==> config.mk <==
export PLATFORM = sky130hd
export DESIGN_NAME = flag_margin_loader
export DESIGN_NICKNAME = d
export VERILOG_FILES = /design/src/rtl/fml_pkg.sv /design/src/rtl/fml_mode_latch.sv /design/src/rtl/fml_access_seq.sv /design/src/rtl/fml_shift_ctl.sv /design/src/rtl/fml_margin_regs.sv /design/src/rtl/flag_margin_loader.sv
export SDC_FILE = /design/constraint.sdc
export NUM_CORES = 1
export LEC_CHECK = 0
export ABC_AREA = 1
export BUFFER_PORTS_ARGS = -buffer_cell sky130_fd_sc_hd__buf_2
export CORE_MARGIN = 2
export CORE_UTILIZATION = 41
export CTS_CLUSTER_DIAMETER = 60
export DETAILED_ROUTE_END_ITERATION = 8
export PLACE_DENSITY = 0.62
export SLEW_MARGIN = 20
export SYNTH_ARGS = -nofsm -noshare
export SYNTH_HDL_FRONTEND = slang
export SYNTH_SLANG_ARGS = --single-unit
==> constraint.sdc <==
create_clock -name clk -period 2.5 [get_ports clk]
set_input_delay 0.125 -clock clk [delete_from_list [all_inputs] [get_ports clk]]
set_output_delay 0.125 -clock clk [all_outputs]
set_load 0.03 [all_outputs]
==> src/rtl/fml_pkg.sv <==
// Shared types for the flag margin loader.
// Assumes: exactly two margins, the empty one ordered first.
package fml_pkg;
    typedef enum logic {
        SEL_EMPTY = 1'b0,
        SEL_FULL  = 1'b1
    } margin_sel_e;
endpackage

==> src/rtl/fml_mode_latch.sv <==
// Loading-mode latch: captures the configuration select while hard reset is
// applied and holds it until the next hard reset. Soft reset has no effect.
// Assumes: the select is stable around the reset edge.
module fml_mode_latch (
    input  logic clk,
    input  logic hard_rst_n,
    input  logic cfg_sel,
    output logic shift_mode
);
    // Purpose: remember serial (1) or parallel (0) loading.
    always_ff @(posedge clk) begin
        if (!hard_rst_n) shift_mode <= cfg_sel;
    end
endmodule

==> src/rtl/fml_access_seq.sv <==
// Parallel access sequencer: decodes writes and reads aimed at the margins
// and keeps the alternating empty/full pointer. A write wins over a read in
// the same cycle. Writes are refused in serial mode; reads work in both.
// Assumes: either reset returns the pointer to the empty margin.
module fml_access_seq
    import fml_pkg::*;
(
    input  logic        clk,
    input  logic        hard_rst_n,
    input  logic        soft_rst_n,
    input  logic        cfg_sel,
    input  logic        wr_req,
    input  logic        rd_req,
    input  logic        shift_mode,
    output logic [1:0]  par_we,
    output logic        rd_fire,
    output margin_sel_e rd_target
);
    margin_sel_e ptr_q;
    logic        wr_hit;
    logic        rd_hit;

    // Purpose: qualify the strobes against the select and the mode.
    always_comb begin
        wr_hit = cfg_sel && wr_req && !shift_mode;
        rd_hit = cfg_sel && rd_req && !wr_hit;
    end

    // Purpose: one-hot write enable for the margin under the pointer.
    always_comb begin
        par_we = 2'b00;
        if (wr_hit) par_we[ptr_q] = 1'b1;
        rd_fire   = rd_hit;
        rd_target = ptr_q;
    end

    // Purpose: advance the pointer once per accepted access.
    always_ff @(posedge clk) begin
        if (!hard_rst_n || !soft_rst_n) ptr_q <= SEL_EMPTY;
        else if (wr_hit || rd_hit)      ptr_q <= (ptr_q == SEL_EMPTY) ? SEL_FULL : SEL_EMPTY;
    end
endmodule

==> src/rtl/fml_shift_ctl.sv <==
// Serial shift controller: counts strobed bits across both margins, LSB
// first, the empty margin before the full one, wrapping after 2*OFF_W.
// Assumes: OFF_W >= 2; strobes are ignored in parallel mode.
module fml_shift_ctl #(
    parameter int OFF_W = 13
) (
    input  logic                     clk,
    input  logic                     hard_rst_n,
    input  logic                     soft_rst_n,
    input  logic                     cfg_sel,
    input  logic                     shift_en,
    input  logic                     shift_mode,
    output logic [1:0]               ser_we,
    output logic [$clog2(OFF_W)-1:0] ser_idx
);
    localparam int CNT_W = $clog2(2 * OFF_W);
    localparam int IDX_W = $clog2(OFF_W);
    localparam logic [CNT_W-1:0] LAST  = CNT_W'(2 * OFF_W - 1);
    localparam logic [CNT_W-1:0] SPLIT = CNT_W'(OFF_W);

    logic [CNT_W-1:0] cnt_q;
    logic             strobe;
    logic             upper;

    // Purpose: decode target margin and bit index from the count.
    always_comb begin
        strobe  = cfg_sel && shift_en && shift_mode;
        upper   = (cnt_q >= SPLIT);
        ser_idx = upper ? IDX_W'(cnt_q - SPLIT) : IDX_W'(cnt_q);
        ser_we  = 2'b00;
        if (strobe) ser_we[upper] = 1'b1;
    end

    // Purpose: step the bit position, wrapping at the end of the full margin.
    always_ff @(posedge clk) begin
        if (!hard_rst_n || !soft_rst_n) cnt_q <= '0;
        else if (strobe)                cnt_q <= (cnt_q == LAST) ? '0 : cnt_q + 1'b1;
    end
endmodule

==> src/rtl/fml_margin_regs.sv <==
// Margin storage: two registers loaded with a default at hard reset, then
// written whole by the parallel path or bit by bit by the serial path.
// Assumes: the two write paths are never active in the same cycle.
module fml_margin_regs #(
    parameter int OFF_W      = 13,
    parameter int DFLT_SMALL = 127,
    parameter int DFLT_LARGE = 1023
) (
    input  logic                     clk,
    input  logic                     hard_rst_n,
    input  logic                     cfg_sel,
    input  logic [1:0]               par_we,
    input  logic [OFF_W-1:0]         par_data,
    input  logic [1:0]               ser_we,
    input  logic [$clog2(OFF_W)-1:0] ser_idx,
    input  logic                     shift_bit,
    output logic [1:0][OFF_W-1:0]    margin
);
    localparam logic [OFF_W-1:0] V_SMALL = OFF_W'(DFLT_SMALL);
    localparam logic [OFF_W-1:0] V_LARGE = OFF_W'(DFLT_LARGE);

    for (genvar g = 0; g < 2; g++) begin : g_margin
        logic [OFF_W-1:0] q;

        // Purpose: default at hard reset, then parallel or single-bit update.
        always_ff @(posedge clk) begin
            if (!hard_rst_n)    q <= cfg_sel ? V_LARGE : V_SMALL;
            else if (par_we[g]) q <= par_data;
            else if (ser_we[g]) q[ser_idx] <= shift_bit;
        end

        assign margin[g] = q;
    end
endmodule

==> src/rtl/flag_margin_loader.sv <==
// Top level of the flag margin loader. Ties the mode latch, access
// sequencer, shift controller and storage together, registers readback
// data and keeps FIFO memory strobes off while margins are selected.
// Assumes: DATA_W >= OFF_W; all resets are synchronous and active low.
module flag_margin_loader
    import fml_pkg::*;
#(
    parameter int DATA_W     = 18,
    parameter int OFF_W      = 13,
    parameter int DFLT_SMALL = 127,
    parameter int DFLT_LARGE = 1023
) (
    input  logic              clk,
    input  logic              hard_rst_n,
    input  logic              soft_rst_n,
    input  logic              cfg_sel,
    input  logic              shift_en,
    input  logic              shift_bit,
    input  logic              wr_req,
    input  logic              rd_req,
    input  logic [DATA_W-1:0] din,
    output logic [DATA_W-1:0] dout,
    output logic              dout_valid,
    output logic [OFF_W-1:0]  empty_margin,
    output logic [OFF_W-1:0]  full_margin,
    output logic              shift_mode,
    output logic              mem_wr_en,
    output logic              mem_rd_en
);
    localparam int IDX_W = $clog2(OFF_W);

    logic [1:0]             par_we;
    logic [1:0]             ser_we;
    logic [IDX_W-1:0]       ser_idx;
    logic                   rd_fire;
    margin_sel_e            rd_target;
    logic [1:0][OFF_W-1:0]  margin;

    fml_mode_latch u_mode (
        .clk        (clk),
        .hard_rst_n (hard_rst_n),
        .cfg_sel    (cfg_sel),
        .shift_mode (shift_mode)
    );

    fml_access_seq u_seq (
        .clk        (clk),
        .hard_rst_n (hard_rst_n),
        .soft_rst_n (soft_rst_n),
        .cfg_sel    (cfg_sel),
        .wr_req     (wr_req),
        .rd_req     (rd_req),
        .shift_mode (shift_mode),
        .par_we     (par_we),
        .rd_fire    (rd_fire),
        .rd_target  (rd_target)
    );

    fml_shift_ctl #(.OFF_W(OFF_W)) u_shift (
        .clk        (clk),
        .hard_rst_n (hard_rst_n),
        .soft_rst_n (soft_rst_n),
        .cfg_sel    (cfg_sel),
        .shift_en   (shift_en),
        .shift_mode (shift_mode),
        .ser_we     (ser_we),
        .ser_idx    (ser_idx)
    );

    fml_margin_regs #(
        .OFF_W      (OFF_W),
        .DFLT_SMALL (DFLT_SMALL),
        .DFLT_LARGE (DFLT_LARGE)
    ) u_regs (
        .clk        (clk),
        .hard_rst_n (hard_rst_n),
        .cfg_sel    (cfg_sel),
        .par_we     (par_we),
        .par_data   (din[OFF_W-1:0]),
        .ser_we     (ser_we),
        .ser_idx    (ser_idx),
        .shift_bit  (shift_bit),
        .margin     (margin)
    );

    // Purpose: expose the stored margins to the flag comparators.
    always_comb begin
        empty_margin = margin[SEL_EMPTY];
        full_margin  = margin[SEL_FULL];
    end

    // Purpose: FIFO memory sees strobes only while margins are not selected.
    always_comb begin
        mem_wr_en = wr_req && !cfg_sel;
        mem_rd_en = rd_req && !cfg_sel;
    end

    // Purpose: register the readback word and its one-cycle valid.
    always_ff @(posedge clk) begin
        if (!hard_rst_n) begin
            dout       <= '0;
            dout_valid <= 1'b0;
        end else if (!soft_rst_n) begin
            dout_valid <= 1'b0;
        end else begin
            dout_valid <= rd_fire;
            if (rd_fire) dout <= DATA_W'(margin[rd_target]);
        end
    end
endmodule

# [After elaboration in Yosys (flattened, before gate mapping)]
# Index checks and enable logic that the tools add are counted.
# W data, S select, Z words.
[word_totals] register_bits=47 in_bits=26 word_cells=61
[classes] addsub=2 n_lt_le_gt_ge=7 n_eq_ne=3 n_mux=22 reduce_logical=20
[op_table] cell="$mux W13" count=8
[op_table] cell="$bwmux W13" count=2
[op_table] cell="$logic_and A1 B1 Y1" count=11
[op_table] cell="$mux W10" count=1
[op_table] cell="$ne A3 B1 Y1 const B" count=2
[op_table] cell="$add A5 B1 Y5 const B" count=1
[op_table] cell="$eq A5 B5 Y1 const B" count=1
[op_table] cell="$ge A5 B4 Y1 const B" count=1
[op_table] cell="$logic_not A1 Y1" count=5
[op_table] cell="$lt A4 B5 Y1 const B" count=1
[op_table] cell="$mux W5" count=1
[op_table] cell="$demux W1 S4" count=1
[op_table] cell="$ge A4 B1 Y1 const B" count=1
[op_table] cell="$lt A1 B2 Y1 const B" count=2
[op_table] cell="$mux W1" count=4
[op_table] cell="$mux W2" count=2
[op_table] cell="$mux W4" count=1
[op_table] cell="$reduce_and A2 Y1" count=2
[op_table] cell="$sub A4 B4 Y4 const B" count=1
[op_table] cell="$demux W1 S1" count=2
[op_table] cell="$ge A1 B1 Y1 const B" count=2
[op_table] cell="$logic_or A1 B1 Y1" count=2

# [Logic depth before layout (Yosys ltp)]
# Gate-level depths: netlist of the first run.
[depth] depth_word=10 mapped_depth=14 mapped_depth_nobuf=14

# [Cells and area by module]
# A second synthesis of the first run with hierarchy kept.
[unflattened] cells_unflattened=426 area_unflattened_um2=2885.3
[modules_own_cells] module="fml_margin_regs" instances=1 cells_per_inst=219 area_per_inst_um2=1589.0 seq_area_each_um2=780.7
[modules_own_cells] module="flag_margin_loader" instances=1 cells_per_inst=125 area_per_inst_um2=768.2 seq_area_each_um2=280.3
[modules_own_cells] module="fml_shift_ctl" instances=1 cells_per_inst=66 area_per_inst_um2=409.1 seq_area_each_um2=100.1
[modules_own_cells] module="fml_access_seq" instances=1 cells_per_inst=14 area_per_inst_um2=85.1 seq_area_each_um2=20.0
[modules_own_cells] module="fml_mode_latch" instances=1 cells_per_inst=2 area_per_inst_um2=33.8 seq_area_each_um2=30.0

# [Least setup slack after synthesis of the first run]
# Ideal clock, no wire load.
[synth_timing] path_type="reg2reg" start="register u_shift.cnt_q[1]" end="register u_regs.g_margin[0].q[7], enable pin" setup_ns=0.310 t_arrival_ns=1.581 t_required_ns=2.190 slack_ns=0.609 stages_incl_launch_ff=12 path_buffers=0 synth_period_minus_slack_ns=1.891 path_cell_list="dfxtp_1 > inv_1 > ha_1 > nand3_1 > nand2_2 > nor2_4 > nand2_2 > nand2_4 > nand2_2 > inv_2 > nand2_1 > o21ai_0"
[synth_via] elab_chain_cells=7 word_cells_on_any_way=8 cone_classes="order compare (3); eq/ne (1); mux (3); reduce/logical (1)"
[synth_rtl] item="from (decl)" line_no="fml_shift_ctl.sv:21" text="logic [CNT_W-1:0] cnt_q;"
[synth_rtl] item="from (signal assigned)" line_no="fml_shift_ctl.sv:37" text="else if (strobe) cnt_q <= (cnt_q == LAST) ? '0 : cnt_q + 1'b1;"
[synth_rtl] item="$ge A5 B4 Y1 *" line_no="fml_shift_ctl.sv:28" text="upper = (cnt_q >= SPLIT);"
[synth_rtl] item="$lt A1 B2 Y1 (not written as such) or $ge A1 B1 Y1 (tied branches)" line_no="fml_shift_ctl.sv:31" text="if (strobe) ser_we[upper] = 1'b1;"
[synth_rtl] item="$logic_and A1 B1 Y1 (not written as such)" line_no="fml_shift_ctl.sv:31"
[synth_rtl] item="$mux W1 (not written as such)" line_no="fml_shift_ctl.sv:31"
[synth_rtl] item="$demux W1 S1 *"
[synth_rtl] item="$mux W2 *" line_no="fml_shift_ctl.sv:31"
[synth_rtl] item="$ne A3 B1 Y1 (no line) *"
[synth_rtl] item="to (signal assigned)" line_no="fml_margin_regs.sv:27" text="if (!hard_rst_n) q <= cfg_sel ? V_LARGE : V_SMALL;"
[synth_rtl] item="to (signal assigned)" line_no="fml_margin_regs.sv:28" text="else if (par_we[g]) q <= par_data;"
[synth_rtl] item="to (signal, indexed assignment)" line_no="fml_margin_regs.sv:29" text="else if (ser_we[g]) q[ser_idx] <= shift_bit;"
[synth_rtl] item="to (decl)" line_no="fml_margin_regs.sv:23" text="logic [OFF_W-1:0] q;"
# Mark *: on every way between the ends. The rest lies on a longest branch, timed or not.
# A chain may end at the register's enable or synchronous reset.

# [Worst setup path after layout of the first run]
[layout_timing] start="register u_shift.cnt_q[1]" end="register u_regs.g_margin[1].q[9], enable pin"
[layout_via] elab_chain_cells=7 word_cells_on_any_way=8 cone_classes="order compare (3); eq/ne (1); mux (3); reduce/logical (1)"
[layout_rtl] item="$ge A5 B4 Y1 *" line_no="fml_shift_ctl.sv:28"
[layout_rtl] item="$lt A1 B2 Y1 (not written as such) or $ge A1 B1 Y1 (tied branches)" line_no="fml_shift_ctl.sv:31"
[layout_rtl] item="$logic_and A1 B1 Y1 (not written as such)" line_no="fml_shift_ctl.sv:31"
[layout_rtl] item="$mux W1 (not written as such)" line_no="fml_shift_ctl.sv:31"
[layout_rtl] item="$demux W1 S1 *"
[layout_rtl] item="$mux W2 *" line_no="fml_shift_ctl.sv:31"
[layout_rtl] item="$ne A3 B1 Y1 (no line) *"
[layout_rtl] item="to (signal assigned)" line_no="fml_margin_regs.sv:27"
[layout_rtl] item="to (signal assigned)" line_no="fml_margin_regs.sv:28"
[layout_rtl] item="to (signal, indexed assignment)" line_no="fml_margin_regs.sv:29"
[layout_rtl] item="to (decl)" line_no="fml_margin_regs.sv:23"
# Marked as above.

==> flow_summary.ini, run 1 <==
[status]
status = finished clean

[routing]
drc = 0
wire_per_inst_um = 14.0
ant_nets = 0
drt-vias-per-instance = 5.03
vias = 2675
dr.pass1.iters = 4
drt-total-wl_mm = 7.43
initialDrtViolationCount = 208

[placed_design]
portBuffers = 63
place_congestion = 0.808
place_ws_ps = 361
placed_cells = 524
hpwl_mm = 5.18

[power]
p_per_area_nw_per_um2 = 546
power.total_uw = 1820
power.leakage_uw = 0.00166
ir_worst_vdd_uv = 266

[final_layout]
final_cells = 532
nFillCells = 676
drive_above_1_share_pct = 21.9
nets = 480
area_growth_pct = 18.0
seq_area_um2 = 1210
n_antenna_cell = 0
multiInputGateArea_um2 = 1410

[global_routing]
grt_overflow_total = 0
grt_pass1_vias = 2496
antenna_found_initial = 0
grt_max_degree = 31
grt_pass1_wl_mm = 12.4
grt_usage_pct = 21.1

[timing]
finalHoldViolCount = 0
fin_crit_ps = 2170
worstMarginPinSlew_ps = 773
fin_ws_ps = 327
rsz0062_at_grt = false
finClkSkew_ps = 9.80
finalSetupTns_ps = 0
final.period_utilization_pct = 86.9
finalSetupViolations = 0
max_freq_ghz = 0.460
relSlewSlack_pct = 48.4
maxSlewViolCount = 0

[floorplan]
start_util_pct = 42.0
ios = 74
dieArea_um2 = 7560
core-area_um2 = 6720
dieHeight_um = 87.0
die_w_um = 87.0
num_rows = 30

[setup_path]
crit_required_ps = 2510
path_max_fanout = 10
crit_type = flip-flop to flip-flop
start_kind = flip-flop
arrival_ps = 2180
cp-end-kind = flip-flop

[clocking]
numCtsBuffers = 5
htree_levels = 2
post_cts_buffers = 0
root_buffer = clkbuf_8
cts_tree = done
clock_latency_ps = 310
ctsHoldBuffers = 0
clk_pin_slew_ps = 100
cts.sinks = 47
clockBufferDepth = 2
ctsResizeCount = 0

[yosys]
yosysTopAreaCellShare_pct = 28.7
synth_area_leaders = edfxtp_1 (29%), nand2_1 (20%), dfxtp_1 (14%)
yosysSeqAreaShare_pct = 42.9
synth_edf_count = 27
ys_ff_latch = 47
synth.avg_cell_area_um2 = 7.28
synthTopCellsByCount = nand2_1 (152), inv_1 (33), o21ai_0 (31)
yosysWarnings = 0
yosysTopAreaCell = edfxtp_1
synthMostInstantiatedCell = nand2_1
netlist_area_um2 = 2820
postSynthCellCount = 388
synthArstFlopShare_pct = 0
synth_ff_type = edfxtp_1
synth.distinct_cells = 29

[job]
cap_violations = 0

[worst_hold_path]
hold_path.class = input port to flip-flop
-- power by group --
| group | switching [uW] | internal (uW) |
|---|---|---|
| registers | 26.9 | 864 |
| clock network | 282 | 329 |
| logic | 227 | 89.0 |
-- worst max-delay path, stage by stage (launching register included) --
cell	delay [ps]
dfxtp_1	420
inv_1	130
ha_1	210
nand3_1	90
nand2_2	110
o21ai_1	270
nand2_4	150
nor2_8	170
nand2_1	80
o21ai_0	240
-- final cells by class --
class                      count  area share (%)
sequential                    47            36.4
multi-input combinational    293            42.2
tap                           80            3.01
clock inverter                 2            1.16
clock buffer                   6            2.48
inverter                      35            3.94
timing repair buffer          69            10.8
-- sequential cells by signal, summed over array words and instances (netlist names) --
register	flops
u_seq.rd_target	1
u_mode.shift_mode	1
dout	13
u_shift.cnt_q	5
dout_valid	1
u_regs.g_margin.q	26
-- per-stage QoR --
step | utilization (%) | hold slack [ps] | instance area, um2
5_1_grt | 49.6 | 102 | 3330
4_1_cts | 49.6 | 97.2 | 3330
6_report | 49.6 | 95.9 | 3330
3_5_place_dp | 47.8 | 416 | 3210
3_3_place_gp | 47.8 | 401 | 3210
2_1_floorplan | - | 224 | 2840
-- final timing paths --
path / from / to / cells after the start / slack, ps
max: u_shift.cnt_q[1] / u_regs.g_margin[1].q[9] / 9 / 330
min: cfg_sel / u_mode.shift_mode / 1 / 100
max reg2reg: u_shift.cnt_q[1] / u_regs.g_margin[1].q[9] / 9 / 330
min reg2reg: dout[7] / dout[7] / 2 / 540
-- layout by cell type, fill, tap and decap left out, types with 3 or more instances in the layout --
cell / netlist / layout
nor2_4: 7 / 7
nor2_1: 21 / 21
nand3_1: 20 / 20
a21boi_0: 4 / 4
nand2_1: 152 / 152
dfxtp_1: 20 / 20
nand2_2: 6 / 6
clkbuf_8: 0 / 6
ha_1: 3 / 3
buf_2: 5 / 63
edfxtp_1: 27 / 27
conb_1: 1 / 5
a21oi_1: 16 / 16
o21ai_0: 31 / 31
inv_1: 33 / 33
nor3_1: 3 / 3
a31oi_1: 13 / 13
buf_4: 5 / 6
-- metal layers --
metal	up-vias	wire, um	GRT usage [%]
met2	92	3320	32.5
li1	1376	-	-
met1	1198	3560	29.9
met5	-	0	0
met4	0	66	5.68
met3	9	479	4.36
-- cell families after synthesis --
group / share of synthesized area, %
xor+xnor: 0.310
buf+inv: 7.80
fa+ha+maj: 1.33
other cells: 0.133
simple gates: 34.2
flops: 42.9
compound gates: 13.3
Power figures use the tool's default switching activity.
==> run 2: changes to the inputs <==
CORE_ASPECT_RATIO = 1.4   (was not set)
PLACE_DENSITY = 0.64   (was 0.62)
clock period = 1.85 ns   (was 2.5 ns; I/O delays follow)
==> flow_summary.ini, run 2 (same netlist as run 1, synthesis figures left out) <==
[status]
status = finished, violations left
violations = negative setup slack

[setup_path]
start_kind = flip-flop
cpMaxStageDelayCell = dfxtp_2
crit_chain = inv_2, ha_4, nand3_2, nand2_4, nor2_4, nand2_1, nand2_2, nor2_4, buf_4, nand3_1, nand3_1, nand2_1, inv_1
timing.critical_path.buf_inv = 3
arrival_ps = 1960
cp-end-kind = flip-flop
crit_required_ps = 1910
critPathTopFamily = simple AND/OR/NAND/NOR gates
slowest_delay_ps = 340
path_max_fanout = 7
crit_type = flip-flop to flip-flop

[timing]
finalSetupTns_ps = -627
relSlewSlack_pct = 56.3
finalSetupViolations = 25
max_freq_ghz = 0.525
timing.hold.ws_ps = 67.5
final.period_utilization_pct = 103
finalHoldViolCount = 0
rsz0062_at_grt = true
maxSlewViolCount = 0
finClkSkew_ps = 2.36
fin_ws_ps = -54.8
worstMarginPinSlew_ps = 649
fin_crit_ps = 1900

[final_layout]
n_antenna_cell = 0
max_flop_register = u_regs.g_margin.q
final_cell_mix = nand2_1 (144), buf_2 (63), buf_4 (31)
final_cells = 570
largest_reg_flops = 26
finalInstanceArea_um2 = 3620
layout_commonest_cell = nand2_1
largestRegisters = u_regs.g_margin.q x26, dout x13, u_shift.cnt_q x5
drive_above_1_share_pct = 30.3
area_growth_pct = 28.4
nets = 506

[power]
netSwitchingFraction_pct = 30.7
power.leakage_uw = 0.00178
seq_power_share_pct = 53.0
power.total_uw = 2270
p_clk_share_pct = 26.4
internal_power_uw = 1580
combPwrFrac_pct = 20.6
ir_worst_vdd_uv = 303
p_sw_uw = 697
p_per_area_nw_per_um2 = 628

[routing]
initialDrtViolationCount = 114
wire_per_inst_um = 13.7
dr.pass1.iters = 4
ant_nets = 0
drt-total-wl_mm = 7.81
drt-vias-per-instance = 4.85
drc = 0
vias = 2765

[clocking]
htree_levels = 2
clock_latency_ps = 290
clockBufferDepth = 2
cts.sinks = 47
cts_tree = done
numCtsBuffers = 5
clk_pin_slew_ps = 90
ctsHoldBuffers = 0
root_buffer = clkbuf_8

[global_routing]
grt_overflow_total = 0
grt_usage_pct = 21.5
antenna_found_initial = 0
grt_max_degree = 25
grt_pass1_wl_mm = 12.4
grt_pass1_vias = 2681

[placed_design]
hpwl_mm = 5.76
place_congestion = 0.828
placed_cells = 557
portBuffers = 63
place_area_um2 = 3400

[floorplan]
num_rows = 35
dieHeight_um = 102
dieArea_um2 = 7570
die_w_um = 74.1
core-area_um2 = 6610
start_util_pct = 42.7
ios = 74

[worst_hold_path]
hold_path.class = input port to flip-flop

[job]
cap_violations = 0
## run 2: changes by cell type in the layout (fill, tap and decap cells not counted), moves of 2 or more
cell      change
buf_4        +25
nand2_1       -8
o21ai_0       -8
nand2_2       +6
o21ai_2       +4
inv_1         -3
o21ai_1       +3
clkinv_1      +2
dfxtp_1       -2
ha_1          -2
ha_4          +2
inv_2         +2
nand2_4       +2
## run 2: worst paths after layout
kind / from / to / slack (ps) / cells past startpoint
worst max-delay path: u_shift.cnt_q[1] / u_regs.g_margin[0].q[12] / -50 / 13
worst min-delay path: cfg_sel / u_mode.shift_mode / 70 / 1
worst max register to register: u_shift.cnt_q[1] / u_regs.g_margin[0].q[12] / -50 / 13
worst min register to register: u_shift.cnt_q[0] / u_shift.cnt_q[0] / 520 / 2
## run 2: area by class of cell
class                      instances  area (um2)
fill                             639        2990
sequential                        47        1220
clock inverter                     2        7.51
multi-input combinational        293        1510
timing repair buffer              95         568
inverter                          35         136
tap                               92         115
clock buffer                       6        72.6
## run 2: power by group through the flow
stage | Sequential (uW) | Clock [uW] | Combinational, uW
2_1_floorplan | 1320 | 0 | 200
3_3_place_gp | 1230 | 0 | 449
3_5_place_dp | 1230 | 0 | 453
4_1_cts | 1210 | 616 | 461
5_1_grt | 1210 | 653 | 515
6_report | 1210 | 601 | 468
## run 2: timing repair
action                     4_1_cts  5_1_grt
gates resized for setup         24       13
pin swaps                        8        7
setup endpoints to repair       31       41
setup buffers                    0        5
## run 2: metrics by stage
stage	utilization, %	setup slack [ps]
after floorplan	-	4.29
after global placement	51.4	-86.3
after detailed placement	51.4	-148
after CTS	53.7	1.98
after global routing	54.8	-155
final	54.8	-54.8
## run 2: metal layers
metal	part of all wire, %	wire [um]	GRT usage (%)
met1	41	3180	23.4
met2	54	4190	40.0
met3	3.5	274	3.16
met4	2.2	174	9.93
met5	0	0	0
## run 2: worst reg2reg max path, cell delays in order, from the launching register on
cell	delay (ps)
dfxtp_2	340
inv_2	50
ha_4	160
nand3_2	80
nand2_4	80
nor2_4	220
nand2_1	120
nand2_2	130
nor2_4	60
buf_4	150
nand3_1	100
nand3_1	80
nand2_1	70
inv_1	40
==> run 3: changes to the inputs <==
==> constraint.sdc (replaced) <==
create_clock -name clk -period 1.85 [get_ports clk]
set_input_delay 0.0925 -clock clk [delete_from_list [all_inputs] [get_ports clk]]
set_output_delay 0.0925 -clock clk [all_outputs]
set_load 0.1 [all_outputs]
==> flow_summary.ini, run 3 (same netlist as run 1, synthesis figures left out) <==
[timing]
max_freq_ghz = 0.540
finalSetupViolations = 1
worstMarginPinSlew_ps = 574
rsz0062_at_grt = true
final.period_utilization_pct = 100
finalHoldViolCount = 0
relSlewSlack_pct = 61.7
finClkSkew_ps = 9.21
timing.hold.ws_ps = 61.1
fin_crit_ps = 1850
maxSlewViolCount = 0
fin_ws_ps = -1.49

[power]
power.leakage_uw = 0.00173
ir_worst_vdd_uv = 401
power.total_uw = 2610
p_per_area_nw_per_um2 = 727

[setup_path]
r2r_end = u_regs.g_margin[0].q[7]
arrival_ps = 1870
crit_required_ps = 1870
cp_num_cells = 10
cpMaxStageDelayCell = dfxtp_2
reg2regPathDepth = 10
timing.critical_path.buf_inv = 2
r2r_start = u_shift.cnt_q[1]
crit_chain = inv_2, ha_4, nand3_4, nand2_4, nor2_4, buf_6, o21ai_4, nor2_4, nand2_1, o21ai_1
crit_type = flip-flop to flip-flop
critPathTopFamily = simple AND/OR/NAND/NOR gates
crit_path_frequent_cell = nor2_4
slowest_delay_ps = 340
path_max_fanout = 7
start_kind = flip-flop
cp-end-kind = flip-flop
reg2reg_slack_ps = -1

[clocking]
clock_latency_ps = 310
cts.sinks = 47
ctsHoldBuffers = 0
clockBufferDepth = 2
clk_pin_slew_ps = 90
root_buffer = clkbuf_8
htree_levels = 2
cts_tree = done
numCtsBuffers = 5

[final_layout]
max_flop_register = u_regs.g_margin.q
layout_commonest_cell = nand2_1
nFillCells = 673
largest_reg_flops = 26
final_cells = 554
area_growth_pct = 27.1
finalInstanceArea_um2 = 3590
n_antenna_cell = 0
final_cell_mix = nand2_1 (134), buf_2 (63), edfxtp_1 (27)
multiInputGateArea_um2 = 1580
final_util_pct = 54.2
nets = 490
seq_area_um2 = 1220
largestRegisters = u_regs.g_margin.q x26, dout x13, u_shift.cnt_q x5
drive_above_1_share_pct = 33.3

[global_routing]
grt_usage_pct = 20.8
grt_max_degree = 31
grt_pass1_wl_mm = 12.1
grt_pass1_vias = 2509
grt_overflow_total = 0
antenna_found_initial = 0

[worst_hold_path]
hold_end = u_mode.shift_mode
hold_depth = 1
hold_path.class = input port to flip-flop
worst_hold_startpoint = cfg_sel

[placed_design]
placed_cells = 545
place_area_um2 = 3320
hpwl_mm = 5.39
place_congestion = 0.823
portBuffers = 63

[routing]
wl_met3_um = 274
top_layer = met4
wire_per_inst_um = 13.6
vias = 2686
drc = 0
initialDrtViolationCount = 138
wl_met1_mm = 3.12
dr_wl_met2_mm = 4.07
dr.pass1.iters = 4
drt-vias-per-instance = 4.85
ant_nets = 0
drt-total-wl_mm = 7.55

[job]
cap_violations = 0

[floorplan]
num_rows = 35
ios = 74
core-area_um2 = 6610
dieHeight_um = 102
start_util_pct = 42.7
die_w_um = 74.1
dieArea_um2 = 7570

[status]
violations = negative setup slack
status = finished, violations left
==> run 3: cell types whose count changed in the layout (fill, tap and decap cells not counted), sizes merged <==
cell	before	now
buf	95	79
clkbuf	6	5
clkinv	2	1
clkinvlp	0	1
inv	35	36
==> run 3: worst max path at each step <==
stage	startpoint	end
final	u_shift.cnt_q[1]	u_regs.g_margin[0].q[7]
after global routing	u_shift.cnt_q[1]	u_regs.g_margin[1].q[4]
after CTS	u_shift.cnt_q[1]	u_regs.g_margin[0].q[6]
after detailed placement	u_shift.cnt_q[1]	u_regs.g_margin[1].q[7]
after global placement	u_shift.cnt_q[1]	u_regs.g_margin[1].q[7]
after floorplan	u_mode.shift_mode	u_regs.g_margin[1].q[0]
==> run 3: final cells by class <==
class | instances | share of cell area, %
Inverter | 35 | 3.87
Multi-Input combinational cell | 293 | 44.1
Sequential cell | 47 | 34.0
Timing Repair Buffer | 79 | 12.5
Clock inverter | 3 | 0.523
Clock buffer | 5 | 1.92
Tap cell | 92 | 3.21
==> run 3: where the power goes <==
| part | internal, uW | switching [uW] | total, uW |
|---|---|---|---|
| logic | 133 | 627 | 760 |
| clock network | 265 | 378 | 643 |
| registers | 1170 | 37.6 | 1200 |
| total | 1560 | 1040 | 2610 |
==> run 3: worst reg2reg max path, stage by stage, from the launching register on <==
cell and delay (ps):
dfxtp_2 340, inv_2 50, ha_4 160, nand3_4 80, nand2_4 80, nor2_4 180
buf_6 130, o21ai_4 60, nor2_4 210, nand2_1 110, o21ai_1 150
==> run 3: timing repair <==
item / CTS / global route
gates cloned: 0 / 0
setup buffers: 0 / 1
endpoints found under the setup margin: 29 / 32
pin swaps: 11 / 15
gates resized for setup: 27 / 28
==> run 3: routing by layer <==
metal  up-vias  track usage (%)
met3         6             3.55
met2        49             38.8
met5         -                0
li1       1396                -
met4         0             5.03
met1      1235             24.4
==> run 3: stage by stage <==
stage | TNS (ps) | setup WS (ps)
after floorplan | -5770 | -178
after global placement | -768 | -81.9
after detailed placement | -1180 | -94.2
after CTS | -39.1 | -14.3
after global routing | -2770 | -133
final | -1.49 | -1.49
